==> config.mk <==
export PLATFORM = sky130hd
export DESIGN_NAME = mdio_mgmt_master
export DESIGN_NICKNAME = d
export VERILOG_FILES = /design/src/rtl/mdio_mgmt_pkg.sv /design/src/rtl/mdio_mdc_gen.sv /design/src/rtl/mdio_frame_eng.sv /design/src/rtl/mdio_host_regs.sv /design/src/rtl/mdio_mgmt_master.sv
export SDC_FILE = /design/constraint.sdc
export NUM_CORES = 1
export LEC_CHECK = 0
export BUFFER_PORTS_ARGS = -buffer_cell sky130_fd_sc_hd__buf_2
export CORE_ASPECT_RATIO = 1.5
export CORE_MARGIN = 2
export CORE_UTILIZATION = 62
export CTS_CLUSTER_DIAMETER = 100
export DETAILED_ROUTE_END_ITERATION = 6
export GPL_ROUTABILITY_DRIVEN = 0
export HOLD_SLACK_MARGIN = 0.08
export PLACE_DENSITY = 0.85
export SLEW_MARGIN = 20
export SYNTH_ARGS = -nofsm -noshare
export SYNTH_HDL_FRONTEND = slang
export SYNTH_SLANG_ARGS = --single-unit
==> constraint.sdc <==
create_clock -name clk -period 2.95 [get_ports clk]
set_input_delay 0.59 -clock clk [delete_from_list [all_inputs] [get_ports clk]]
set_output_delay 0.59 -clock clk [all_outputs]
set_load 0.005 [all_outputs]
==> src/rtl/mdio_mgmt_pkg.sv <==
package mdio_mgmt_pkg;
  localparam int FRAME_BITS = 64;
  localparam int BIT_W      = $clog2(FRAME_BITS);
  localparam int TA_IDX     = 46;
  localparam int DATA_IDX   = 48;
  localparam int HOST_AW    = 12;
  localparam int HOST_DW    = 32;

  localparam logic [HOST_AW-1:0] OFS_ADDR = 12'h7E4;
  localparam logic [HOST_AW-1:0] OFS_WDAT = 12'h7E8;
  localparam logic [HOST_AW-1:0] OFS_RDAT = 12'h7EC;
  localparam logic [HOST_AW-1:0] OFS_CTRL = 12'h7F0;

  typedef struct packed {
    logic       op_rd;
    logic [4:0] phy;
    logic [4:0] regn;
  } mgmt_target_t;

  function automatic logic [FRAME_BITS-1:0] build_frame(mgmt_target_t t, logic [15:0] data);
    logic [1:0]  opc;
    logic [1:0]  ta;
    logic [15:0] body;
    opc  = t.op_rd ? 2'b10 : 2'b01;
    ta   = t.op_rd ? 2'b11 : 2'b10;
    body = t.op_rd ? 16'hFFFF : data;
    return {32'hFFFF_FFFF, 2'b01, opc, t.phy, t.regn, ta, body};
  endfunction

  function automatic logic drives_bit(logic op_rd, logic [BIT_W-1:0] idx);
    return !op_rd || (int'(idx) < TA_IDX);
  endfunction
endpackage

==> src/rtl/mdio_mdc_gen.sv <==
module mdio_mdc_gen #(
  parameter int DIV = 8
) (
  input  logic clk,
  input  logic rst_n,
  input  logic start,
  input  logic run,
  output logic mdc,
  output logic rise_ev,
  output logic fall_ev
);
  localparam int HALF = DIV / 2;
  localparam int CW   = (HALF > 1) ? $clog2(HALF) : 1;
  localparam logic [CW-1:0] LAST = CW'(HALF - 1);

  logic [CW-1:0] cnt;
  logic          half_end;

  assign half_end = run && (cnt == LAST);
  assign rise_ev  = half_end && !mdc;
  assign fall_ev  = half_end && mdc;

  always_ff @(posedge clk or negedge rst_n) begin
    if (!rst_n) begin
      cnt <= '0;
      mdc <= 1'b0;
    end else if (start || !run) begin
      cnt <= '0;
      mdc <= 1'b0;
    end else if (half_end) begin
      cnt <= '0;
      mdc <= !mdc;
    end else begin
      cnt <= cnt + 1'b1;
    end
  end
endmodule

==> src/rtl/mdio_frame_eng.sv <==
module mdio_frame_eng
  import mdio_mgmt_pkg::*;
(
  input  logic           clk,
  input  logic           rst_n,
  input  logic           start,
  input  mgmt_target_t   target,
  input  logic [15:0]    wdat,
  input  logic           rise_ev,
  input  logic           fall_ev,
  input  logic           mdio_i,
  output logic           busy,
  output logic           done_ev,
  output logic           op_rd_q,
  output logic [BIT_W-1:0] bitn,
  output logic           mdio_o,
  output logic           mdio_oe,
  output logic [15:0]    cap_word
);
  logic [FRAME_BITS-1:0] frame_q;
  logic                  last_bit;

  assign last_bit = (bitn == BIT_W'(FRAME_BITS - 1));
  assign done_ev  = fall_ev && last_bit;
  assign mdio_o   = busy && frame_q[FRAME_BITS-1];
  assign mdio_oe  = busy && drives_bit(op_rd_q, bitn);

  always_ff @(posedge clk or negedge rst_n) begin
    if (!rst_n) begin
      frame_q  <= '0;
      bitn     <= '0;
      busy     <= 1'b0;
      op_rd_q  <= 1'b0;
      cap_word <= '0;
    end else if (start) begin
      frame_q <= build_frame(target, wdat);
      bitn    <= '0;
      busy    <= 1'b1;
      op_rd_q <= target.op_rd;
    end else if (busy) begin
      if (rise_ev && op_rd_q && (int'(bitn) >= DATA_IDX))
        cap_word <= {cap_word[14:0], mdio_i};
      if (fall_ev) begin
        if (last_bit) begin
          busy <= 1'b0;
        end else begin
          frame_q <= {frame_q[FRAME_BITS-2:0], 1'b0};
          bitn    <= bitn + 1'b1;
        end
      end
    end
  end
endmodule

==> src/rtl/mdio_host_regs.sv <==
module mdio_host_regs
  import mdio_mgmt_pkg::*;
(
  input  logic               clk,
  input  logic               rst_n,
  input  logic               host_wr,
  input  logic [HOST_AW-1:0] host_addr,
  input  logic [HOST_DW-1:0] host_wdata,
  output logic [HOST_DW-1:0] host_rdata,
  input  logic               busy,
  input  logic               rd_done,
  input  logic [15:0]        cap_word,
  output logic               go_ev,
  output mgmt_target_t       target,
  output logic [15:0]        wdat_q,
  output logic [15:0]        rdat_q
);
  logic [10:0] addr_q;
  logic        en_q;
  logic        ctrl_wr;

  assign ctrl_wr = host_wr && (host_addr == OFS_CTRL);
  assign go_ev   = ctrl_wr && host_wdata[0] && host_wdata[3] && !busy;
  assign target  = mgmt_target_t'(addr_q);

  always_ff @(posedge clk or negedge rst_n) begin
    if (!rst_n) begin
      addr_q <= '0;
      wdat_q <= '0;
      rdat_q <= '0;
      en_q   <= 1'b0;
    end else begin
      if (host_wr && host_addr == OFS_ADDR) addr_q <= host_wdata[10:0];
      if (host_wr && host_addr == OFS_WDAT) wdat_q <= host_wdata[15:0];
      if (ctrl_wr) en_q <= host_wdata[3];
      if (rd_done) rdat_q <= cap_word;
    end
  end

  always_comb begin
    host_rdata = '0;
    unique case (host_addr)
      OFS_ADDR: host_rdata[10:0] = addr_q;
      OFS_WDAT: host_rdata[15:0] = wdat_q;
      OFS_RDAT: host_rdata[15:0] = rdat_q;
      OFS_CTRL: host_rdata[3:0]  = {en_q, 2'b00, busy};
      default:  host_rdata = '0;
    endcase
  end
endmodule

==> src/rtl/mdio_mgmt_master.sv <==
module mdio_mgmt_master
  import mdio_mgmt_pkg::*;
#(
  parameter int DIV = 8
) (
  input  logic               clk,
  input  logic               rst_n,
  input  logic               host_wr,
  input  logic [HOST_AW-1:0] host_addr,
  input  logic [HOST_DW-1:0] host_wdata,
  output logic [HOST_DW-1:0] host_rdata,
  output logic               mdc,
  output logic               mdio_o,
  output logic               mdio_oe,
  input  logic               mdio_i
);
  logic             go_ev;
  logic             done_ev;
  logic             rise_ev;
  logic             fall_ev;
  logic             busy;
  logic             op_rd_q;
  logic [BIT_W-1:0] bitn;
  logic [15:0]      cap_word;
  logic [15:0]      wdat_q;
  logic [15:0]      rdat_q;
  logic             rd_done;
  mgmt_target_t     target;

  assign rd_done = done_ev && op_rd_q;

  mdio_host_regs u_regs (
    .clk(clk), .rst_n(rst_n), .host_wr(host_wr), .host_addr(host_addr),
    .host_wdata(host_wdata), .host_rdata(host_rdata), .busy(busy),
    .rd_done(rd_done), .cap_word(cap_word), .go_ev(go_ev),
    .target(target), .wdat_q(wdat_q), .rdat_q(rdat_q)
  );

  mdio_mdc_gen #(.DIV(DIV)) u_mdc (
    .clk(clk), .rst_n(rst_n), .start(go_ev), .run(busy),
    .mdc(mdc), .rise_ev(rise_ev), .fall_ev(fall_ev)
  );

  mdio_frame_eng u_eng (
    .clk(clk), .rst_n(rst_n), .start(go_ev), .target(target), .wdat(wdat_q),
    .rise_ev(rise_ev), .fall_ev(fall_ev), .mdio_i(mdio_i), .busy(busy),
    .done_ev(done_ev), .op_rd_q(op_rd_q), .bitn(bitn), .mdio_o(mdio_o),
    .mdio_oe(mdio_oe), .cap_word(cap_word)
  );
endmodule

==> results.cfg, run 1 <==
[power_and_ir_drop]
combPwrFrac_pct = 3.0
cellLeakagePower_nw = 3.59
power.internal_mw = 3.27
switchingPower_mw = 0.909
peakVddDrop_uv = 697
cellPowerDensity_nw_per_um2 = 588
pwr-share-seq_pct = 44.9
pwr-share-clk_pct = 52.1
switching_share_pct = 21.8

[route]
via_count = 4024
drtIter0Drc = 184
viasPerCell = 5.87
wirelength_mm = 12.3
ant_nets = 0
dr.pass1.iters = 5
wl_per_cell_microns = 18.0
drc = 0

[floorplanning]
io_pins = 83
die_w_microns = 85.6
start_util_pct = 63.9
rows = 44
core_sq_um = 9690
die-area_sq_um = 10800
die_height_microns = 126

[sta]
fin_skew_ps = 8.40
finalCriticalPeriod_ps = 2760
max_slew_margin_pct = 51.0
worstMarginPinSlew_ps = 732
hold_violations = 0
fmax_mhz = 362
slew_viol_final = 0
final.setup.tns_ps = 0
fin_ws_ps = 189
fin_crit_sh_pct = 93.6
setup_viol = 0
rsz0062_at_grt = false

[clocking]
numCtsBuffers = 17
clock_latency_ps = 420
cts_repair_resize_count = 0
hold_buffers = 0
post_cts_buffers = 0
path_clk_slew_ps = 60
cts.sinks = 135
cts_tree = done
clock_path_buffers = 2
htreeDepth = 4
cts-root-buf = clkbuf_16

[critical_path]
critPathLaunchType = input pin
worstPathRequired_ps = 2360
cp_data_arrival_time_ps = 2170
crit_fanout = 16
critical_path_class = input pin to output pin
end_kind = output pin

[synthesis]
async_flop_share_pct = 100
synth_top_area_share_pct = 54.6
yosys_warnings = 0
ys.flop_type = dfrtp_1
ys_seq_area_share_pct = 54.6
synth_area_sq_um = 6190
syn_inst = 507
synth.distinct_cells = 55
avgSynthCellArea_sq_um = 12.2
synth_seq_cells = 135
synthTopCellsByArea = dfrtp_1 55%, mux2i_1 13%, mux2_2 8.0%
yosys.area.top_type = dfrtp_1
synth_edf_count = 0

[global_route]
grt_pass1_vias = 4310
antenna_found_initial = 0
grt_use_total_pct = 24.4
grt_max_degree = 61
grt_pass1_wl_mm = 20.6
grt_overflow = 0

[place]
hpwl_mm = 7.96
io_buffer_count = 50
placed_cells = 653
postPlaceCellArea_sq_um = 6500
place_ws_ps = 201

[finish]
design_area_sq_um = 7110
antenna_cells = 0
fin_nets = 607
drive_gt1_share_pct = 27.4
fin_util_pct = 73.4
final_cells = 685
area_delta_synth_final_pct = 14.8

[status]
outcome = completed

[hold_path]
hold_class = input pin to asynchronous set/reset pin

[job]
cap_violations = 0
stage by stage:
step	hold WS, ps	total power, mW
after CTS	233	4.20
after detailed placement	444	2.04
after floorplan	294	1.97
after global placement	424	2.03
final	205	4.18
after global routing	261	4.30
power by group through the flow:
stage / clock network, mW / logic (mW) / registers [mW]
CTS: 2.19 / 0.128 / 1.88
floorplan: 0 / 0.0676 / 1.90
detailed placement: 0 / 0.128 / 1.91
global placement: 0 / 0.122 / 1.91
global route: 2.28 / 0.144 / 1.88
finish: 2.18 / 0.126 / 1.88
cell usage in the layout (no fill, tap or decap), types with 3 or more instances in the layout:
cell type   Yosys  routed
and2_1          3       3
inv_6           0       4
dfrtp_1       135     135
xor2_1          4       4
mux2_2         44      44
a21oi_1        26      26
inv_1           4       4
o21ai_1         5       5
bufinv_16       0       3
clkbuf_16       0      17
clkinvlp_4      0       3
mux2i_1        78      78
buf_2          14      49
nor3_1         17      17
nand2_1        55      55
o211ai_1        3       3
mux2_1          7       7
mux2_4          8       8
buf_4          21      11
o21ai_0         5       5
and3_1          3       3
conb_1          1      16
nor2_1         23      23
synthesized netlist by cell type, types with 5 or more instances:
library cell / instances
mux2_4: 8
o21ai_1: 5
nand2_1: 55
o21ai_0: 5
clkbuf_1: 8
buf_2: 14
buf_4: 21
dfrtp_1: 135
nor3_1: 17
mux2_1: 7
nor2_1: 23
a21oi_1: 26
mux2_2: 44
mux2i_1: 78
final timing paths:
kind | from | to | slack (ps) | cells past startpoint
max | host_addr[4] | host_rdata[10] | 190 | 5
min | rst_n | u_eng.bitn[4]$_DFFE_PN0P_ | 200 | 1
max reg2reg | u_eng.bitn[1]$_DFFE_PN0P_ | u_eng.frame_q[22]$_DFFE_PN0P_ | 510 | 6
min reg2reg | u_mdc.cnt[0]$_DFF_PN0_ | u_mdc.cnt[0]$_DFF_PN0_ | 450 | 1
max in group asynchronous | rst_n | u_eng.frame_q[62]$_DFFE_PN0P_ | 2010 | 2
min in group clk | host_wdata[12] | u_regs.wdat_q[12]$_DFFE_PN0P_ | 390 | 2
kinds of logic (layout without fill, tap and decap cells):
family | count (synthesis) | count (layout) | synth area share, %
compound gates | 49 | 49 | 4.59
flops | 135 | 135 | 54.6
mux | 137 | 137 | 23.8
fa+ha+maj | 2 | 2 | 0.404
buf+inv | 50 | 98 | 4.71
other cells | 1 | 16 | 0.0606
simple gates | 129 | 129 | 11.3
xor+xnor | 4 | 4 | 0.566
flip-flops by register name (all words and copies together) (netlist names):
register        cells
u_eng.frame_q      64
u_eng.cap_word     16
u_regs.rdat_q      16
u_regs.wdat_q      16
u_regs.target      11
u_eng.bitn          6
u_mdc.cnt           2
u_eng.busy          1
u_eng.op_rd_q       1
u_mdc.mdc           1
u_regs.en_q         1
metal layers:
layer | GRT usage [%] | vias up | routed length, microns
li1 | - | 1852 | -
met1 | 28.4 | 2041 | 4820
met2 | 42.9 | 93 | 6720
met3 | 5.14 | 38 | 444
met4 | 11.1 | 0 | 354
met5 | 0 | - | 0
area by class of cell:
class / instances / area (sq um)
Timing Repair Buffer: 62 / 368
Fill cell: 605 / 2580
Multi-Input combinational cell: 337 / 2590
Sequential cell: 135 / 3380
Inverter: 4 / 15.0
Clock buffer: 19 / 443
Tap cell: 115 / 144
Clock inverter: 13 / 170
critical path, stage by stage:
cell and delay, ps:
buf_2 130, nor4b_2 330, or3b_1 650, o21ai_0 310
buf_2 150
No activity file was read; power rests on OpenSTA's default activity.
==> inputs of run 2 (changes only) <==
- ABC_AREA: not set -> 1
==> run 2 against run 1 <==
  * Combinational power down 18%
  * Largest power group unchanged
  * Clock skew is 3.5 ps lower
  * Synthesized cell count grew 56%
  * Maximum frequency increased by 5.1%
  * Cell count grew 38%
  * Die area increased by 3.7%
  * Clock-buffer cell count grew 5
  * Setup slack improved by 130 ps
  * Highest routed layer unchanged
  * Sequential power about the same
==> results.cfg, run 2 <==
[sta]
fin_skew_ps = 4.85
final.setup.tns_ps = 0
fin_crit_sh_pct = 89.1
max_slew_margin_pct = 53.1
setup_viol = 0
finalCriticalPeriod_ps = 2630
fin_ws_ps = 322
worstMarginPinSlew_ps = 703
slew_viol_final = 0
hold_violations = 0
rsz0062_at_grt = false
fmax_mhz = 381

[synthesis]
ys_seq_area_share_pct = 52.5
syn_inst = 790
yosys.area.top_type = dfrtp_1
synth_area_sq_um = 6430
ys.flop_type = dfrtp_1
synth_seq_cells = 135
avgSynthCellArea_sq_um = 8.14
synth.most_common_cell = nand2_1
async_flop_share_pct = 100
synth_edf_count = 0
synth_top_area_share_pct = 52.5
yosys_warnings = 0
yosys-top-cells-count = 284 x nand2_1, 135 x dfrtp_1, 69 x nand3_1
synthTopCellsByArea = dfrtp_1 53%, nand2_1 17%, nand3_1 5.4%
synth.distinct_cells = 32

[status]
outcome = completed

[place]
place_ws_ps = 429
placed_cells = 916
hpwl_mm = 8.99
io_buffer_count = 50

[power_and_ir_drop]
cellLeakagePower_nw = 3.63
total_power_mw = 4.22
peakVddDrop_uv = 602
cellPowerDensity_nw_per_um2 = 584

[finish]
ff_latch_area_sq_um = 3380
final_cell_mix = 284 x nand2_1, 135 x dfrtp_1, 69 x nand3_1
drive_gt1_share_pct = 12.2
antenna_cells = 0
multi_input_area_sq_um = 2490
fin_nets = 869
largest_register_ffs = 64
fin_util_pct = 71.4
largest_register = u_eng.frame_q
area_delta_synth_final_pct = 12.4
final_cells = 948
fillers = 737
layout_commonest_cell = nand2_1

[clocking]
clock_latency_ps = 420
numCtsBuffers = 17
clock_path_buffers = 2
path_clk_slew_ps = 60
cts.sinks = 135
post_cts_buffers = 0
cts-root-buf = clkbuf_16
htreeDepth = 4
cts_tree = done

[route]
wl_per_cell_microns = 15.5
drc = 0
ant_nets = 0
wirelength_mm = 14.7
via_count = 5424
drtIter0Drc = 390
dr.pass1.iters = 5
viasPerCell = 5.72

[global_route]
grt_pass1_vias = 5324
grt_overflow = 0
grt_pass1_wl_mm = 24.9
antenna_found_initial = 0
grt_max_degree = 131
grt_use_total_pct = 28.3

[critical_path]
path_cells = buf_2 -> inv_1 -> nand4_1 -> nor2_1 -> nand3_1 -> o211ai_1 -> buf_2
cp_data_arrival_time_ps = 2040
end_kind = output pin
cp_slowest_cell = nand3_1
crit_buf_inv = 3
critPathLaunchType = input pin
max_stage_delay_ps = 440
worstPathRequired_ps = 2360
cp_top_family = simple AND/OR/NAND/NOR gates
crit_fanout = 11
crit_top_cell = buf_2
critical_path_class = input pin to output pin

[floorplanning]
die-area_sq_um = 11200
rows = 45
die_height_microns = 129
io_pins = 83
die_w_microns = 87.2
start_util_pct = 63.5
core_sq_um = 10100

[job]
cap_violations = 0

[hold_path]
hold_class = input pin to register
## run 2: cell count changes in the layout (fill, tap and decap cells not counted), sizes merged, moves of 15 or more
| cell | before | now |
|---|---|---|
| nand2 | 55 | 285 |
| nor2 | 23 | 42 |
| nor3 | 17 | 2 |
| a21oi | 26 | 1 |
| mux2 | 59 | 1 |
| inv | 8 | 60 |
| o21ai | 11 | 65 |
| mux2i | 78 | 0 |
| nand4 | 3 | 33 |
| nand3 | 4 | 71 |
## run 2: area by class of cell
class	count	share of cell area (%)
Timing Repair Buffer	61	5.02
Clock buffer	24	6.80
Multi-Input combinational cell	544	34.4
Inverter	60	3.11
Clock inverter	7	1.95
Tap cell	117	2.02
Sequential cell	135	46.7
## run 2: path summary, 6_finish.rpt
kind | from | endpoint | slack, ps | depth (start not counted)
setup / recovery | host_addr[11] | host_rdata[10] | 320 | 7
hold / removal | host_wdata[11] | u_regs.wdat_q[11]$_DFFE_PN0P_ | 400 | 3
max in group asynchronous | rst_n | u_eng.frame_q[35]$_DFFE_PN0P_ | 1540 | 3
hold reg to reg | u_mdc.cnt[0]$_DFF_PN0_ | u_mdc.cnt[0]$_DFF_PN0_ | 430 | 1
min in group asynchronous | rst_n | u_eng.busy$_DFF_PN0_ | 520 | 2
setup reg to reg | u_eng.bitn[0]$_DFFE_PN0P_ | u_eng.frame_q[43]$_DFFE_PN0P_ | 860 | 8
## run 2: kinds of logic (layout without fill, tap and decap cells)
logic type      count (synthesis)  count (layout)  share of synthesized area, %
mux                             1               1                         0.175
simple gates                  435             435                          29.1
compound gates                 88              88                          7.78
flops                         135             135                          52.5
xor+xnor                        2               2                         0.272
buf+inv                       126             152                          9.68
other cells                     1              16                        0.0583
fa+ha+maj                       2               2                         0.389
## run 2: worst reg2reg max path, cell delays in order (launching register included)
cell and delay, ps:
dfrtp_1 420, ha_1 240, nand3_1 140, nor2_2 80
nor2_4 290, inv_2 240, buf_12 250, o21ai_0 210
nand2_1 80
## run 2: through the flow
| stage | hold WS, ps | area [sq um] |
|---|---|---|
| after floorplan | 294 | 6490 |
| after global placement | 406 | 6590 |
| after detailed placement | 413 | 6590 |
| after CTS | 402 | 7230 |
| after global routing | 424 | 7230 |
| final | 403 | 7230 |
## run 2: where the power goes
group          leakage, nW  switching (mW)  total, mW  internal, mW
Sequential            1.48         0.00436       1.86          1.86
Clock                0.307           0.757       2.26          1.50
Combinational         1.84          0.0770      0.103        0.0265
## run 2: what timing repair did
item                                   CTS  global route
endpoints found under the hold margin    5             0
hold buffers                             1             0
gates resized for setup                  0             0
## run 2: per-layer routing
layer / track usage [%] / wire [microns]
met5: 0 / 0
met4: 12.9 / 442
met3: 5.52 / 799
met2: 47.7 / 7790
met1: 35.0 / 5690
